<file path="config.mk">
export PLATFORM = sky130hd
export DESIGN_NAME = irq_pin_conditioner
export DESIGN_NICKNAME = d
export VERILOG_FILES = /design/src/rtl/irqc_pkg.sv /design/src/rtl/irqc_pin_sync.sv /design/src/rtl/irqc_pin_track.sv /design/src/rtl/irqc_run_fsm.sv /design/src/rtl/irq_pin_conditioner.sv
export SDC_FILE = /design/constraint.sdc
export NUM_CORES = 1
export LEC_CHECK = 0
export ABC_CLOCK_PERIOD_IN_PS = 1300
export BUFFER_PORTS_ARGS = -buffer_cell sky130_fd_sc_hd__buf_4
export CORE_ASPECT_RATIO = 1.25
export CORE_MARGIN = 8
export CORE_UTILIZATION = 48
export DETAILED_ROUTE_END_ITERATION = 8
export PLACE_DENSITY = 0.84
export SYNTH_ARGS = -nofsm -noshare
export SYNTH_HDL_FRONTEND = slang
export SYNTH_SLANG_ARGS = --single-unit
</file>
<file path="constraint.sdc">
create_clock -name clk -period 1.3 [get_ports clk]
set_input_delay 0.39 -clock clk [delete_from_list [all_inputs] [get_ports clk]]
set_output_delay 0.39 -clock clk [all_outputs]
set_load 0.01 [all_outputs]
</file>
<file path="src/rtl/irqc_pkg.sv">
package irqc_pkg;
    localparam int unsigned PIN_EXT   = 0;
    localparam int unsigned PIN_SMI   = 1;
    localparam int unsigned PIN_MCHK  = 2;
    localparam int unsigned PIN_CSTOP = 3;
    localparam int unsigned PIN_HRST  = 4;
    localparam int unsigned PIN_SRST  = 5;
    localparam int unsigned PIN_TBEN  = 6;
    localparam int unsigned PIN_KNOWN = 7;

    localparam int unsigned PEND_W    = 4;
    localparam int unsigned PB_EXT    = 0;
    localparam int unsigned PB_SMI    = 1;
    localparam int unsigned PB_MCHK   = 2;
    localparam int unsigned PB_SRST   = 3;

    typedef enum logic [1:0] {
        ST_RUN   = 2'd0,
        ST_HALT  = 2'd1,
        ST_RESET = 2'd2
    } core_st_e;
endpackage

</file>
<file path="src/rtl/irqc_pin_sync.sv">
module irqc_pin_sync #(
    parameter int unsigned W      = 8,
    parameter int unsigned STAGES = 2,
    parameter logic [W-1:0] IDLE  = '0
) (
    input  logic         clk,
    input  logic         rst_n,
    input  logic [W-1:0] din,
    output logic [W-1:0] dout
);
    logic [W-1:0] chain [STAGES];

    always_ff @(posedge clk or negedge rst_n) begin
        if (!rst_n) chain[0] <= IDLE;
        else        chain[0] <= din;
    end

    for (genvar s = 1; s < STAGES; s++) begin : g_stage
        always_ff @(posedge clk or negedge rst_n) begin
            if (!rst_n) chain[s] <= IDLE;
            else        chain[s] <= chain[s-1];
        end
    end

    assign dout = chain[STAGES-1];
endmodule

</file>
<file path="src/rtl/irqc_pin_track.sv">
module irqc_pin_track #(
    parameter int unsigned W     = 8,
    parameter logic [W-1:0] IDLE = '0
) (
    input  logic         clk,
    input  logic         rst_n,
    input  logic [W-1:0] samp,
    output logic [W-1:0] chg,
    output logic [W-1:0] prev
);
    logic [W-1:0] prev_q;

    always_ff @(posedge clk or negedge rst_n) begin
        if (!rst_n) prev_q <= IDLE;
        else        prev_q <= samp;
    end

    assign chg  = samp ^ prev_q;
    assign prev = prev_q;
endmodule

</file>
<file path="src/rtl/irqc_run_fsm.sv">
module irqc_run_fsm
    import irqc_pkg::*;
(
    input  logic clk,
    input  logic rst_n,
    input  logic stop_req,
    input  logic hrst_req,
    output logic halt,
    output logic rst_pulse
);
    core_st_e st_q, st_n;

    always_ff @(posedge clk or negedge rst_n) begin
        if (!rst_n) st_q <= ST_RUN;
        else        st_q <= st_n;
    end

    always_comb begin
        st_n = st_q;
        unique case (st_q)
            ST_RUN: begin
                if (hrst_req)      st_n = ST_RESET;
                else if (stop_req) st_n = ST_HALT;
            end
            ST_HALT: begin
                if (hrst_req)      st_n = ST_RESET;
            end
            ST_RESET: begin
                st_n = ST_RUN;
            end
            default: st_n = ST_RUN;
        endcase
    end

    always_ff @(posedge clk or negedge rst_n) begin
        if (!rst_n) begin
            halt      <= 1'b0;
            rst_pulse <= 1'b0;
        end else begin
            halt      <= (st_n == ST_HALT);
            rst_pulse <= (st_n == ST_RESET);
        end
    end
endmodule

</file>
<file path="src/rtl/irq_pin_conditioner.sv">
module irq_pin_conditioner
    import irqc_pkg::*;
#(
    parameter int unsigned NPINS           = 8,
    parameter int unsigned SYNC_STAGES     = 2,
    parameter logic [NPINS-1:0] IDLE_LEVELS = 8'h1C
) (
    input  logic              clk,
    input  logic              rst_n,
    input  logic [NPINS-1:0]  pins_i,
    input  logic              mchk_ack_i,
    output logic [PEND_W-1:0] pend_o,
    output logic              irq_req_o,
    output logic              halt_o,
    output logic              core_rst_o,
    output logic              tb_run_o,
    output logic [NPINS-1:0]  pin_state_o
);
    localparam int unsigned NP = (NPINS < PIN_KNOWN) ? PIN_KNOWN : NPINS;

    logic [NPINS-1:0]  samp, chg;
    logic [PEND_W-1:0] pend_q, pend_n;
    logic              irq_q, tb_q, tb_n;
    logic              stop_req, hrst_req;

    irqc_pin_sync #(.W(NPINS), .STAGES(SYNC_STAGES), .IDLE(IDLE_LEVELS)) u_sync (
        .clk(clk), .rst_n(rst_n), .din(pins_i), .dout(samp)
    );

    irqc_pin_track #(.W(NPINS), .IDLE(IDLE_LEVELS)) u_track (
        .clk(clk), .rst_n(rst_n), .samp(samp), .chg(chg), .prev(pin_state_o)
    );

    assign stop_req = chg[PIN_CSTOP] & ~samp[PIN_CSTOP];
    assign hrst_req = chg[PIN_HRST]  & ~samp[PIN_HRST];

    irqc_run_fsm u_fsm (
        .clk(clk), .rst_n(rst_n), .stop_req(stop_req), .hrst_req(hrst_req),
        .halt(halt_o), .rst_pulse(core_rst_o)
    );

    always_comb begin
        pend_n = pend_q;
        tb_n   = tb_q;
        if (chg[PIN_EXT])  pend_n[PB_EXT]  = samp[PIN_EXT];
        if (chg[PIN_SMI])  pend_n[PB_SMI]  = samp[PIN_SMI];
        if (chg[PIN_SRST]) pend_n[PB_SRST] = samp[PIN_SRST];
        if (mchk_ack_i)    pend_n[PB_MCHK] = 1'b0;
        if (chg[PIN_MCHK] && !samp[PIN_MCHK]) pend_n[PB_MCHK] = 1'b1;
        if (chg[PIN_TBEN]) tb_n = samp[PIN_TBEN];
    end

    always_ff @(posedge clk or negedge rst_n) begin
        if (!rst_n) begin
            pend_q <= '0;
            irq_q  <= 1'b0;
            tb_q   <= 1'b0;
        end else begin
            pend_q <= pend_n;
            irq_q  <= |pend_n;
            tb_q   <= tb_n;
        end
    end

    assign pend_o    = pend_q;
    assign irq_req_o = irq_q;
    assign tb_run_o  = tb_q;

    if (NP != NPINS) begin : g_bad_width
        initial $display("irq_pin_conditioner: NPINS must be at least %0d", PIN_KNOWN);
    end
endmodule

</file>
# Word level (Yosys, flattened, before mapping)

Cells that the tools add are included.
W data, S select, Z words.

Register bits: 34
Bits in latches: 0
Memory bits (writable): 0
ROM bits: 0
Input port bits: 11
Logic and storage cells: 30
Memories: 0

Add/subtract/negate cells: 0
$mul: 0
Divide/modulo/power cells: 0
$lt $le $gt $ge: 0
Equality and inequality tests: 3
Shift-type cells: 0
Mux-type cells: 9
Bitwise gates (word level): 5
Reduce and logical (&&, ||, !) cells: 4

Operators with widths:

| kind                 | count |
|---|---|
| $xor A7 B7 Y7        | 1 |
| $mux W2              | 3 |
| $mux W1              | 5 |
| $eq A2 B1 Y1 const B | 2 |
| $pmux W2 S2          | 1 |
| $reduce_or A4 Y1     | 1 |
| $and A1 B1 Y1        | 2 |
| $eq A2 B2 Y1 const B | 1 |
| $logic_not A2 Y1     | 1 |
| $not A1 Y1           | 2 |
| $logic_and A1 B1 Y1  | 1 |
| $logic_not A1 Y1     | 1 |

# Depth between registers and ports, before layout

Depth after elaboration: 6
Gate-level depth with buffers: 3
Mapped depth without buffers: 3

# Modules after synthesis

Synthesis repeated with hierarchy kept, for this count alone.

Cell total of the unflattened synthesis: 65
Area, all modules: 1101.1 µm²

Modules (own cells, without submodules):

| module              | times used | cells an instance | area an instance (µm²) | sequential area each (µm²) |
|---|---|---|---|---|
| irqc_pin_sync       | 1          | 24                | 467.9                  | 407.9 |
| irqc_pin_track      | 1          | 16                | 274.0                  | 203.9 |
| irq_pin_conditioner | 1          | 16                | 232.7                  | 150.1 |
| irqc_run_fsm        | 1          | 9                 | 126.4                  | 100.1 |

# Least setup slack after synthesis

No wires, ideal clock.

Path type: reg2reg
Start point: register u_sync.chain, in the netlist u_sync.dout[2]
End point: register irq_q (netlist: irq_req_o)
Setup time: 139 ps
Arrival: 1062 ps
Data required time: 1161 ps
Slack: 99 ps
Cell stages (with the launch flop): 3
Period minus slack after synthesis: 1201 ps
Cells stage by stage: dfstp_2 -> o22ai_1 -> or4_1

Word-level cells in the longest chain between the ends: 4
Elaborated cells between the ends (all ways): 5

RTL lines:

| what                                              | RTL line                                        | text |
|---|---|---|
| start: declaration                                | irqc_pin_sync.sv:11                             | `logic [W-1:0] chain [STAGES];` |
| start signal: indexed assignment                  | irqc_pin_sync.sv:21                             | `else chain[s] <= chain[s-1];` |
| $xor A7 B7 Y7 or $logic_not A1 Y1 (tied branches) | irqc_pin_track.sv:18, irq_pin_conditioner.sv:49 |  |
| $logic_and A1 B1 Y1 (*)                           | irq_pin_conditioner.sv:49                       | `if (chg[PIN_MCHK] && !samp[PIN_MCHK]) pend_n[PB_MCHK] = 1'b1;` |
| $mux W1 (*)                                       | irq_pin_conditioner.sv:49                       |  |
| named net pend_n[2]                               | irq_pin_conditioner.sv:22                       | `logic [PEND_W-1:0] pend_q, pend_n;` |
| $reduce_or A4 Y1 (*)                              | irq_pin_conditioner.sv:60                       | `irq_q <= \|pend_n;` |
| end signal: assignment                            | irq_pin_conditioner.sv:60                       |  |
| end: declaration                                  | irq_pin_conditioner.sv:23                       | `logic irq_q, tb_q, tb_n;` |

Mark *: on every way through the listed nets, which the timed path passes. The rest lies on a longest branch.
A chain may end at the register's enable or synchronous reset.

# Final worst setup path

Start point: register u_track.prev_q[2] (netlist: u_track.prev[2])
End point: output port pin_state_o[2]

RTL lines:

| what                     | RTL line                  | text |
|---|---|---|
| start: declaration       | irqc_pin_track.sv:11      | `logic [W-1:0] prev_q;` |
| start signal: assignment | irqc_pin_track.sv:15      | `else prev_q <= samp;` |
| end: declaration         | irq_pin_conditioner.sv:17 | `output logic [NPINS-1:0] pin_state_o` |

No word-level cell between the ends.

==> reports/metrics.yaml <==
power.density_nw_per_um2: 1500
ir_worst_vdd_uv: 1090
core-area_um2: 1960
fill_cells: 139
gp_congestion: 0.667
fp.dieH_um: 66.4
r2r_end: "irq_req_o"
violations: "setup timing"
synth_edf_count: 0
insertion_delay_ns: 0.32
grt_pass1_wl_um: 2490
num_rows: 18
grt_antenna_before_repair: 0
hp-start: "pins_i[0]"
yosys-top-cells-count: "dfrtp_1, dfstp_2, nand2_1"
syn_area_um2: 977
cts_tree: "built"
hold_ws_ns: 0.176
dr_total_vias: 547
die_width_um: 56.4
die_area_um2: 3740
diodes: 0
ios: 27
area_delta_synth_final_pct: 37.4
combPwrFrac_pct: 8.8
fmax_ghz: 0.734
placedInstanceArea_um2: 1200
hold_violations: 0
fin_cells: 117
met2_length_um: 801
drt-met1-wl_um: 654
p_sw_uw: 416
max_stage_delay_ns: 0.56
cts_made_buffers: 5
max_cap_viol_count: 0
synth_top_cell_area_share_pct: 64.0
wl_met3_um: 93
fin_nets: 107
reg2reg_depth: 2
utilization_pct: 68.5
synth_warnings: 0
cp-start-kind: "flip-flop"
root_buffer: "clkbuf_4"
arrival_ns: 0.97
crit_required_ns: 0.91
seqPwrFrac_pct: 58.0
pwr-share-clk_pct: 33.3
synth_nets: 68
ant_nets: 0
dpl.hpwl_um: 1100
end_kind: "output pin"
r2r_slack_ns: 0.05
status: "finished, violations left"
synth_area_leaders: "dfrtp_1, dfstp_2, nor2b_1"
fin_setup_tns_ns: -0.161
first_iter_violations: 17
syn_inst: 57
numClockSinks: 34
gr-total-overflow: 0
synth_cell_type_count: 13
avgSynthCellArea_um2: 17.1
crit_chain: "buf_6"
htreeDepth: 2
top_layer_used: "met4"
relSlewSlack_pct: 73.2
firstDrtPassIters: 2
finalCritPeriodShare_pct: 105
fin_crit_ns: 1.36
wl_um: 1590
ys.flop_type: "dfrtp_1"
critical_path_buf_inv_count: 1
crit_family: "flip-flops"
p_int_uw: 1600
synthArstFlopShare_pct: 100
worst_slack_ns: -0.0631
wl_per_cell_um: 13.6
yosysMostFrequentCell: "dfrtp_1"
worstSetupPathType: "reg2out"
drc_errors: 0
track_usage_pct: 9.08
tightest_slew_ns: 0.402
hold_path_depth: 1
dp.cells: 103
slew_viol_final: 0
clk_pin_slew_ns: 0.09
worstHoldEndpoint: "u_sync.chain[8]"
netlist.top_cell.by_area: "dfrtp_1"
worst-path-max-fanout: 2
ys_seq_elements: 34
drive_gt1_share_pct: 51.5
grt_max_degree: 35
portBuffers: 26
clock_skew_ns: 0.00819
switching_share_pct: 20.6
grt_pass1_vias: 551
ys_seq_area_share_pct: 88.2
setup_viol: 3
p_leak_uw: 0.000645
worstReg2RegStart: "u_sync.dout[2]"
initial_core_util_pct: 49.9
viasPerCell: 4.68
stdcell_area_um2: 1340
slowest_stage: "dfstp_2"
hold_path_class: "in2reg"
rsz0062_at_grt: "yes"
clockBufferDepth: 2
-- layout make-up --
type	instances	area, um2	area share [%]
clock buffer	8	78.8	5.87
inverter	3	11.3	0.839
multi-input combinational	20	104	7.74
sequential	34	862	64.2
tap	20	25.0	1.86
timing repair buffer	32	262	19.5
-- worst max-delay path by stage --
stage,start,to,slack (ns),cells after the start
floorplan,u_sync.dout[2],irq_req_o,0.1,2
global placement,u_sync.dout[2],irq_req_o,0.09,2
detailed placement,u_sync.dout[2],irq_req_o,0.06,2
CTS,u_track.prev[2],pin_state_o[2],-0.08,1
global route,u_track.prev[2],pin_state_o[2],-0.11,1
finish,u_track.prev[2],pin_state_o[2],-0.06,1
-- cells in the final DEF, fill, tap and decap left out, drive strengths merged --
master / synthesis / routed
buf: 0 / 31
dfrtp: 25 / 25
dfstp: 9 / 9
clkbuf: 0 / 8
nand2: 4 / 4
nor2: 4 / 4
o21ai: 4 / 4
nor2b: 3 / 3
inv: 3 / 3
nor3: 2 / 2
a21oi: 1 / 1
o22ai: 1 / 1
or4: 1 / 1
dlygate4sd3: 0 / 1
-- cells by family after synthesis --
logic type / Yosys count / share of synthesized area (%)
buf+inv: 3 / 1.15
flops: 34 / 88.2
simple gates: 14 / 7.04
compound gates: 6 / 3.58
-- routing by layer --
layer | track usage, % | up-vias
li1 | - | 259
met1 | 8.84 | 265
met2 | 13.8 | 18
met3 | 4.23 | 5
met4 | 9.04 | 0
met5 | 0 | -
-- state kept, by name, indices dropped and copies added (netlist names) --
name	flops
irq_req_o	1
u_fsm.st_q	2
u_sync.dout	8
u_fsm.rst_pulse	1
pend_o	4
u_sync.chain	8
tb_run_o	1
u_fsm.halt	1
u_track.prev	8
-- repair_timing --
| item | CTS | global route |
|---|---|---|
| endpoints found under the hold margin | 25 | 0 |
| buffers inserted | 1 | 4 |
| hold buffers | 1 | 0 |
| endpoints found under the setup margin | 3 | 9 |
| resized for setup | 3 | 2 |
-- stage by stage --
stage          setup WS [ns]  total power [uW]
3_3_place_gp          0.0890              1330
2_1_floorplan         0.0995              1230
4_1_cts              -0.0790              2040
5_1_grt               -0.114              2120
6_report             -0.0631              2020
3_5_place_dp          0.0587              1340
-- power groups by stage --
stage | Sequential (uW) | Clock [uW] | Combinational, uW
after floorplan | 1200 | 0 | 30.5
after global placement | 1180 | 0 | 150
after detailed placement | 1190 | 0 | 155
after CTS | 1170 | 704 | 163
after global routing | 1180 | 747 | 195
final | 1170 | 671 | 177
No activity file was read; power rests on OpenSTA's default activity.
